==> config.mk <==
export PLATFORM = sky130hd
export DESIGN_NAME = i2c_mrx_engine
export DESIGN_NICKNAME = d
export VERILOG_FILES = /design/src/rtl/i2c_mrx_pkg.sv /design/src/rtl/i2c_mrx_shifter.sv /design/src/rtl/i2c_mrx_ackgen.sv /design/src/rtl/i2c_mrx_ctrl.sv /design/src/rtl/i2c_mrx_hold.sv /design/src/rtl/i2c_mrx_engine.sv
export SDC_FILE = /design/constraint.sdc
export NUM_CORES = 1
export LEC_CHECK = 0
export BUFFER_PORTS_ARGS = -buffer_cell sky130_fd_sc_hd__buf_2
export CORE_UTILIZATION = 55
export CTS_CLUSTER_SIZE = 24
export DETAILED_ROUTE_END_ITERATION = 8
export GPL_ROUTABILITY_DRIVEN = 0
export GPL_TIMING_DRIVEN = 0
export HOLD_SLACK_MARGIN = 0.06
export PLACE_DENSITY = 0.91
export SKIP_LAST_GASP = 1
export SLEW_MARGIN = 20
export SYNTH_ARGS = -nofsm -noshare
export SYNTH_HDL_FRONTEND = slang
export SYNTH_SLANG_ARGS = --single-unit
==> constraint.sdc <==
create_clock -name clk -period 4.55 [get_ports clk]
set_input_delay 0 -clock clk [delete_from_list [all_inputs] [get_ports clk]]
set_output_delay 0 -clock clk [all_outputs]
set_load 0.02 [all_outputs]
==> src/rtl/i2c_mrx_pkg.sv <==
package i2c_mrx_pkg;
    typedef enum logic [1:0] {
        ST_IDLE  = 2'd0,
        ST_SHIFT = 2'd1,
        ST_ACK   = 2'd2,
        ST_HOLD  = 2'd3
    } rx_state_t;
endpackage

==> src/rtl/i2c_mrx_shifter.sv <==
module i2c_mrx_shifter #(
    parameter int DATA_W = 8
) (
    input  logic              clk,
    input  logic              rst,
    input  logic              shift_en,
    input  logic              sda_in,
    output logic [DATA_W-1:0] shift_q,
    output logic              last_bit
);
    localparam int CNT_W = $clog2(DATA_W);
    localparam logic [CNT_W-1:0] CNT_LAST = CNT_W'(DATA_W - 1);

    logic [CNT_W-1:0] cnt_q;

    assign last_bit = shift_en && (cnt_q == CNT_LAST);

    always_ff @(posedge clk) begin
        if (rst) begin
            shift_q <= '0;
            cnt_q   <= '0;
        end else if (shift_en) begin
            shift_q <= {shift_q[DATA_W-2:0], sda_in};
            cnt_q   <= (cnt_q == CNT_LAST) ? '0 : cnt_q + 1'b1;
        end
    end
endmodule

==> src/rtl/i2c_mrx_ackgen.sv <==
module i2c_mrx_ackgen (
    input  logic clk,
    input  logic rst,
    input  logic idle,
    input  logic in_ack,
    input  logic ack_done,
    input  logic ack_en,
    input  logic pos_en,
    output logic sda_pull_low
);
    logic ack_next_q;

    // in position mode the decision for a byte is captured when the previous one ends
    always_ff @(posedge clk) begin
        if (rst)
            ack_next_q <= 1'b0;
        else if (idle || ack_done)
            ack_next_q <= ack_en;
    end

    always_comb begin
        sda_pull_low = 1'b0;
        if (in_ack)
            sda_pull_low = pos_en ? ack_next_q : ack_en;
    end
endmodule

==> src/rtl/i2c_mrx_ctrl.sv <==
module i2c_mrx_ctrl
    import i2c_mrx_pkg::*;
(
    input  logic      clk,
    input  logic      rst,
    input  logic      rx_en,
    input  logic      bit_stb,
    input  logic      last_bit,
    input  logic      ack_slot_stb,
    input  logic      holding_full,
    input  logic      dr_rd,
    output rx_state_t state,
    output logic      shift_en,
    output logic      ack_done,
    output logic      in_ack,
    output logic      hold_release
);
    rx_state_t state_d;

    always_ff @(posedge clk) begin
        if (rst) state <= ST_IDLE;
        else     state <= state_d;
    end

    always_comb begin
        state_d = state;
        unique case (state)
            ST_IDLE:  if (rx_en) state_d = ST_SHIFT;
            ST_SHIFT: begin
                if (last_bit)                 state_d = ST_ACK;
                else if (!rx_en && !bit_stb)  state_d = ST_IDLE;
            end
            ST_ACK: begin
                if (ack_slot_stb)
                    state_d = (holding_full && !dr_rd) ? ST_HOLD : ST_SHIFT;
            end
            ST_HOLD:  if (dr_rd) state_d = ST_SHIFT;
        endcase
    end

    always_comb begin
        shift_en     = (state == ST_SHIFT) && bit_stb;
        in_ack       = (state == ST_ACK);
        ack_done     = (state == ST_ACK) && ack_slot_stb;
        hold_release = (state == ST_HOLD) && dr_rd;
    end
endmodule

==> src/rtl/i2c_mrx_hold.sv <==
module i2c_mrx_hold #(
    parameter int DATA_W = 8
) (
    input  logic              clk,
    input  logic              rst,
    input  logic              ack_done,
    input  logic              hold_release,
    input  logic              frozen,
    input  logic              dr_rd,
    input  logic [DATA_W-1:0] shift_q,
    output logic [DATA_W-1:0] data_q,
    output logic              full_q
);
    logic move_now;

    assign move_now = hold_release || (ack_done && !(full_q && !dr_rd));

    always_ff @(posedge clk) begin
        if (rst) begin
            data_q <= '0;
            full_q <= 1'b0;
        end else begin
            if (move_now) begin
                data_q <= shift_q;
                full_q <= 1'b1;
            end else if (dr_rd && !frozen) begin
                full_q <= 1'b0;
            end
        end
    end
endmodule

==> src/rtl/i2c_mrx_engine.sv <==
module i2c_mrx_engine
    import i2c_mrx_pkg::*;
#(
    parameter int DATA_W = 8
) (
    input  logic              clk,
    input  logic              rst,
    input  logic              rx_en,
    input  logic              bit_stb,
    input  logic              sda_in,
    input  logic              ack_slot_stb,
    input  logic              ack_en,
    input  logic              pos_en,
    input  logic              dr_rd,
    input  logic              ev_irq_en,
    input  logic              buf_irq_en,
    output logic [DATA_W-1:0] rx_data,
    output logic              rxne,
    output logic              btf,
    output logic              scl_stretch,
    output logic              sda_pull_low,
    output logic              irq
);
    rx_state_t         state;
    logic              shift_en, last_bit, ack_done, in_ack, hold_release;
    logic [DATA_W-1:0] shift_q;
    logic              full_q;

    i2c_mrx_shifter #(.DATA_W(DATA_W)) u_shift (
        .clk      (clk),
        .rst      (rst),
        .shift_en (shift_en),
        .sda_in   (sda_in),
        .shift_q  (shift_q),
        .last_bit (last_bit)
    );

    i2c_mrx_ctrl u_ctrl (
        .clk          (clk),
        .rst          (rst),
        .rx_en        (rx_en),
        .bit_stb      (bit_stb),
        .last_bit     (last_bit),
        .ack_slot_stb (ack_slot_stb),
        .holding_full (full_q),
        .dr_rd        (dr_rd),
        .state        (state),
        .shift_en     (shift_en),
        .ack_done     (ack_done),
        .in_ack       (in_ack),
        .hold_release (hold_release)
    );

    i2c_mrx_ackgen u_ack (
        .clk          (clk),
        .rst          (rst),
        .idle         (state == ST_IDLE),
        .in_ack       (in_ack),
        .ack_done     (ack_done),
        .ack_en       (ack_en),
        .pos_en       (pos_en),
        .sda_pull_low (sda_pull_low)
    );

    i2c_mrx_hold #(.DATA_W(DATA_W)) u_hold (
        .clk          (clk),
        .rst          (rst),
        .ack_done     (ack_done),
        .hold_release (hold_release),
        .frozen       (state == ST_HOLD),
        .dr_rd        (dr_rd),
        .shift_q      (shift_q),
        .data_q       (rx_data),
        .full_q       (full_q)
    );

    always_comb begin
        rxne        = full_q;
        btf         = (state == ST_HOLD);
        scl_stretch = (state == ST_HOLD);
        irq         = full_q && ev_irq_en && buf_irq_en;
    end
endmodule

==> metrics.md <==
| Metric | Value |
|---|---|
| Total track usage | `24.1%` |
| Multiplexer share of the synthesized area | `9.90%` |
| Core Area | `1730 um^2` |
| Die ar. | `2010 um^2` |
| Final Core Density | `72.2%` |
| Final hold vios | `0` |
| Part of the cycle the worst path needs | `43.0%` |
| Least-Margin Pin Slew | `505 ps` |
| HPWL Detailed | `1480 um` |
| Drt first pass iters | `4` |
| Vias | `890` |
| # resized after CTS | `0` |
| Skew final | `between 10 and 15 ps` |
| Max Freq | `around 0.51 GHz` |
| Initial Utilization | `58.6%` |
| Port bufs | `23` |
| Crit. End Element | `register` |
| GRT overflow | `0` |
| Yosys warnings | `0` |
| Critical path class | `reg2reg` |
| Simple-gate area share of the yosys netlist | `approximately 18%` |
| Ant diodes | `0` |
| DR WL/cell | `~13 um` |
| P&R area growth vs syn | `23.4%` |
| CTS H-Tree Depth | `1` |
| Reg clk slew, reported paths | `between 100 and 150 ps` |
| Initial antenna violation count | `0` |
| VDD IR max | `0.200 mV` |
| CTS tree | `built` |
| TritonCTS Buffers | `3` |
| Clock Latency Late Sink | `around 320 ps` |
| Max Slew Vio Count | `0` |
| # setup viols final | `0` |
| Max clock buf depth | `2` |
| Syn Nets | `132` |
| DRT antenna net count | `0` |
| Synth Area in Adders | `8.66%` |
| Number of synthesized register bits | `23` |
| Largest family of logic cells by synthesized area | `simple AND/OR/NAND/NOR gates` |
| Post-Synth XOR/XNOR Area | `0%` |
| DRT iter0 DRCs | `28` |
| Setup TNS | `0 ps` |
| Unique masters post-synth | `23` |
| RSZ-0062 raised after global routing | `false` |
| DRC viols | `0` |
| Post-Synthesis Cells | `114` |
| Leakage | `around 0.53 nW` |
| Syn Area/Cell | `8.87 um^2` |
| Vias in the first global route | `823` |
| Setup WS pre-CTS | `2860 ps` |
| Largest net degree at the start of global routing | `15` |
| Maximum Capacitance Violations | `0` |
| Synth Area in Compound Gates | `13.9%` |
| Final Critical Period | `1950 ps` |
| Clock Sinks | `23` |
| Synthesized cell area | `a little over 1000 um^2` |
| Layout Cells excl Fill | `between 150 and 200` |
| Layout Nets | `166` |
| Vias per cell | `5.17` |
| Status | `finished clean` |
| Boundary Pins | `24` |
| Critical Path Start Type | `register` |
| Sequential-to-total area share from yosys stat | `45.5%` |
| Layout cells sized above 1 | `23.8%` |
| Total routed wirelength | `approximately 2200 um` |
| Die span in y | `44.9 um` |
| First-pass GRT wire length | `3480 um` |
| Tightest Hold Check Type | `in2reg` |
| Placed insts | `162` |
| Crit path DAT | `2210 ps` |
| WP data required | `between 4000 and 5000 ps` |
| Clock Root Buffer | `clkbuf_4` |
| Chip width | `about 45 um` |
| Power per Cell Area | `about 270 nW/um^2` |
| Number of fill cells | `148` |
| Crit path max fanout | `10` |
| Relative slew margins | `66.3%` |
| Row count | `15` |
| Worst setup margin | `roughly 2600 ps` |
[report_power, final]
part	leakage (nW)	internal, mW	total [mW]	switching [mW]
Sequential	0.186	0.205	0.207	0.00292
Combinational	0.335	0.0142	0.0334	0.0192
Clock	0.0139	0.0335	0.0987	0.0652
[registers in the layout, summed over array words and instances, names as in the netlist]
signal,cells
u_hold.full_q,1
u_ack.ack_next_q,1
u_hold.data_q,8
u_shift.cnt_q,3
u_shift.shift_q,8
u_ctrl.state,2
[worst paths after layout]
check	from	endpoint	slack, ps	cells past startpoint
max	u_ctrl.state[1]$_SDFFE_PP0P_	u_shift.shift_q[7]$_SDFFE_PP0N_	2600	7
min	ack_slot_stb	u_ack.ack_next_q$_SDFFE_PP0P_	150	4
max reg2reg	u_ctrl.state[1]$_SDFFE_PP0P_	u_shift.shift_q[7]$_SDFFE_PP0N_	2600	7
min reg2reg	u_shift.cnt_q[2]$_SDFFE_PP0N_	u_shift.cnt_q[2]$_SDFFE_PP0N_	480	2
[area by class of cell]
cell class / instances / area (um^2) / share of cell area, %
clock buffer: 3 / 22.5 / 1.81
buffer: 5 / 23.8 / 1.91
timing repair buffer: 29 / 175 / 14.0
tap: 25 / 31.3 / 2.51
sequential: 23 / 460 / 36.9
multi-input combinational: 81 / 508 / 40.7
inverter: 5 / 18.8 / 1.50
clock inverter: 1 / 7.51 / 0.602
[synthesized netlist by cell type]
cell type | number | area share [%]
nand2b_2 | 1 | 0.87
nor2_1 | 11 | 4.1
buf_4 | 1 | 0.74
and2_1 | 1 | 0.62
and2b_2 | 1 | 0.87
inv_1 | 4 | 1.5
nand3b_1 | 1 | 0.74
nand2_1 | 22 | 8.2
a21oi_1 | 17 | 8.4
o221ai_2 | 1 | 1.5
and3_1 | 1 | 0.62
nor3_1 | 1 | 0.49
o21ai_4 | 1 | 1.6
a32oi_1 | 1 | 0.87
dfxtp_1 | 23 | 46
or2_2 | 1 | 0.62
ha_1 | 7 | 8.7
buf_2 | 1 | 0.49
o21ai_0 | 3 | 1.5
clkbuf_1 | 3 | 1.1
mux2i_1 | 10 | 9.9
or4_1 | 1 | 0.74
inv_2 | 1 | 0.37
[layout by cell type, fill, tap and decap left out]
master	count
nand2_1	22
mux2i_1	10
and3_1	1
or4_1	1
and2_1	1
inv_2	1
nand3b_1	1
a32oi_1	1
dfxtp_1	23
dlygate4sd3_1	6
clkinvlp_4	1
and2b_2	1
ha_1	7
nand2b_2	1
clkbuf_1	3
o21ai_4	1
nor3_1	1
or2_2	1
inv_1	4
o21ai_0	3
o221ai_2	1
buf_4	1
nor2_1	11
buf_2	24
clkbuf_4	3
a21oi_1	17
[worst max-delay path, stage by stage (launching register included)]
cell           delay [ps]
dfxtp_1               360
inv_1                 120
ha_1                  180
and2_1                190
buf_2                 240
nand2_1                90
a21oi_1               140
dlygate4sd3_1         580
[metrics by stage]
step	power (mW)	hold WS, ps	area [um^2]
final	0.340	146	1250
after floorplan	0.230	69.1	1010
after CTS	0.339	128	1250
after detailed placement	0.242	236	1160
after global placement	0.239	224	1160
after global routing	0.352	179	1250
[logic make-up (layout without fill, tap and decap cells)]
| logic type | Yosys count | in the layout |
|---|---|---|
| AOI/OAI and AO/OA | 23 | 23 |
| adders and majority gates | 7 | 7 |
| buffers and inverters | 10 | 43 |
| DFF | 23 | 23 |
| muxes | 10 | 10 |
| and+or+nand+nor | 41 | 41 |
[metal layers]
| metal | routed length (um) | part of all wire, % | track usage (%) | vias to the layer above |
|---|---|---|---|---|
| met5 | 0 | 0 | 0 | - |
| met4 | 12 | 0.55 | 9.70 | 0 |
| met3 | 71 | 3.3 | 3.60 | 2 |
| met2 | 1160 | 53 | 45.0 | 22 |
| met1 | 941 | 43 | 27.2 | 420 |
| li1 | - | - | - | 446 |
[repair_timing]
| item | CTS | global route |
|---|---|---|
| buffers inserted | 0 | 0 |
| hold endpoints to repair | 6 | 0 |
| hold buffers | 6 | 0 |
No activity file was read; power rests on OpenSTA's default activity.
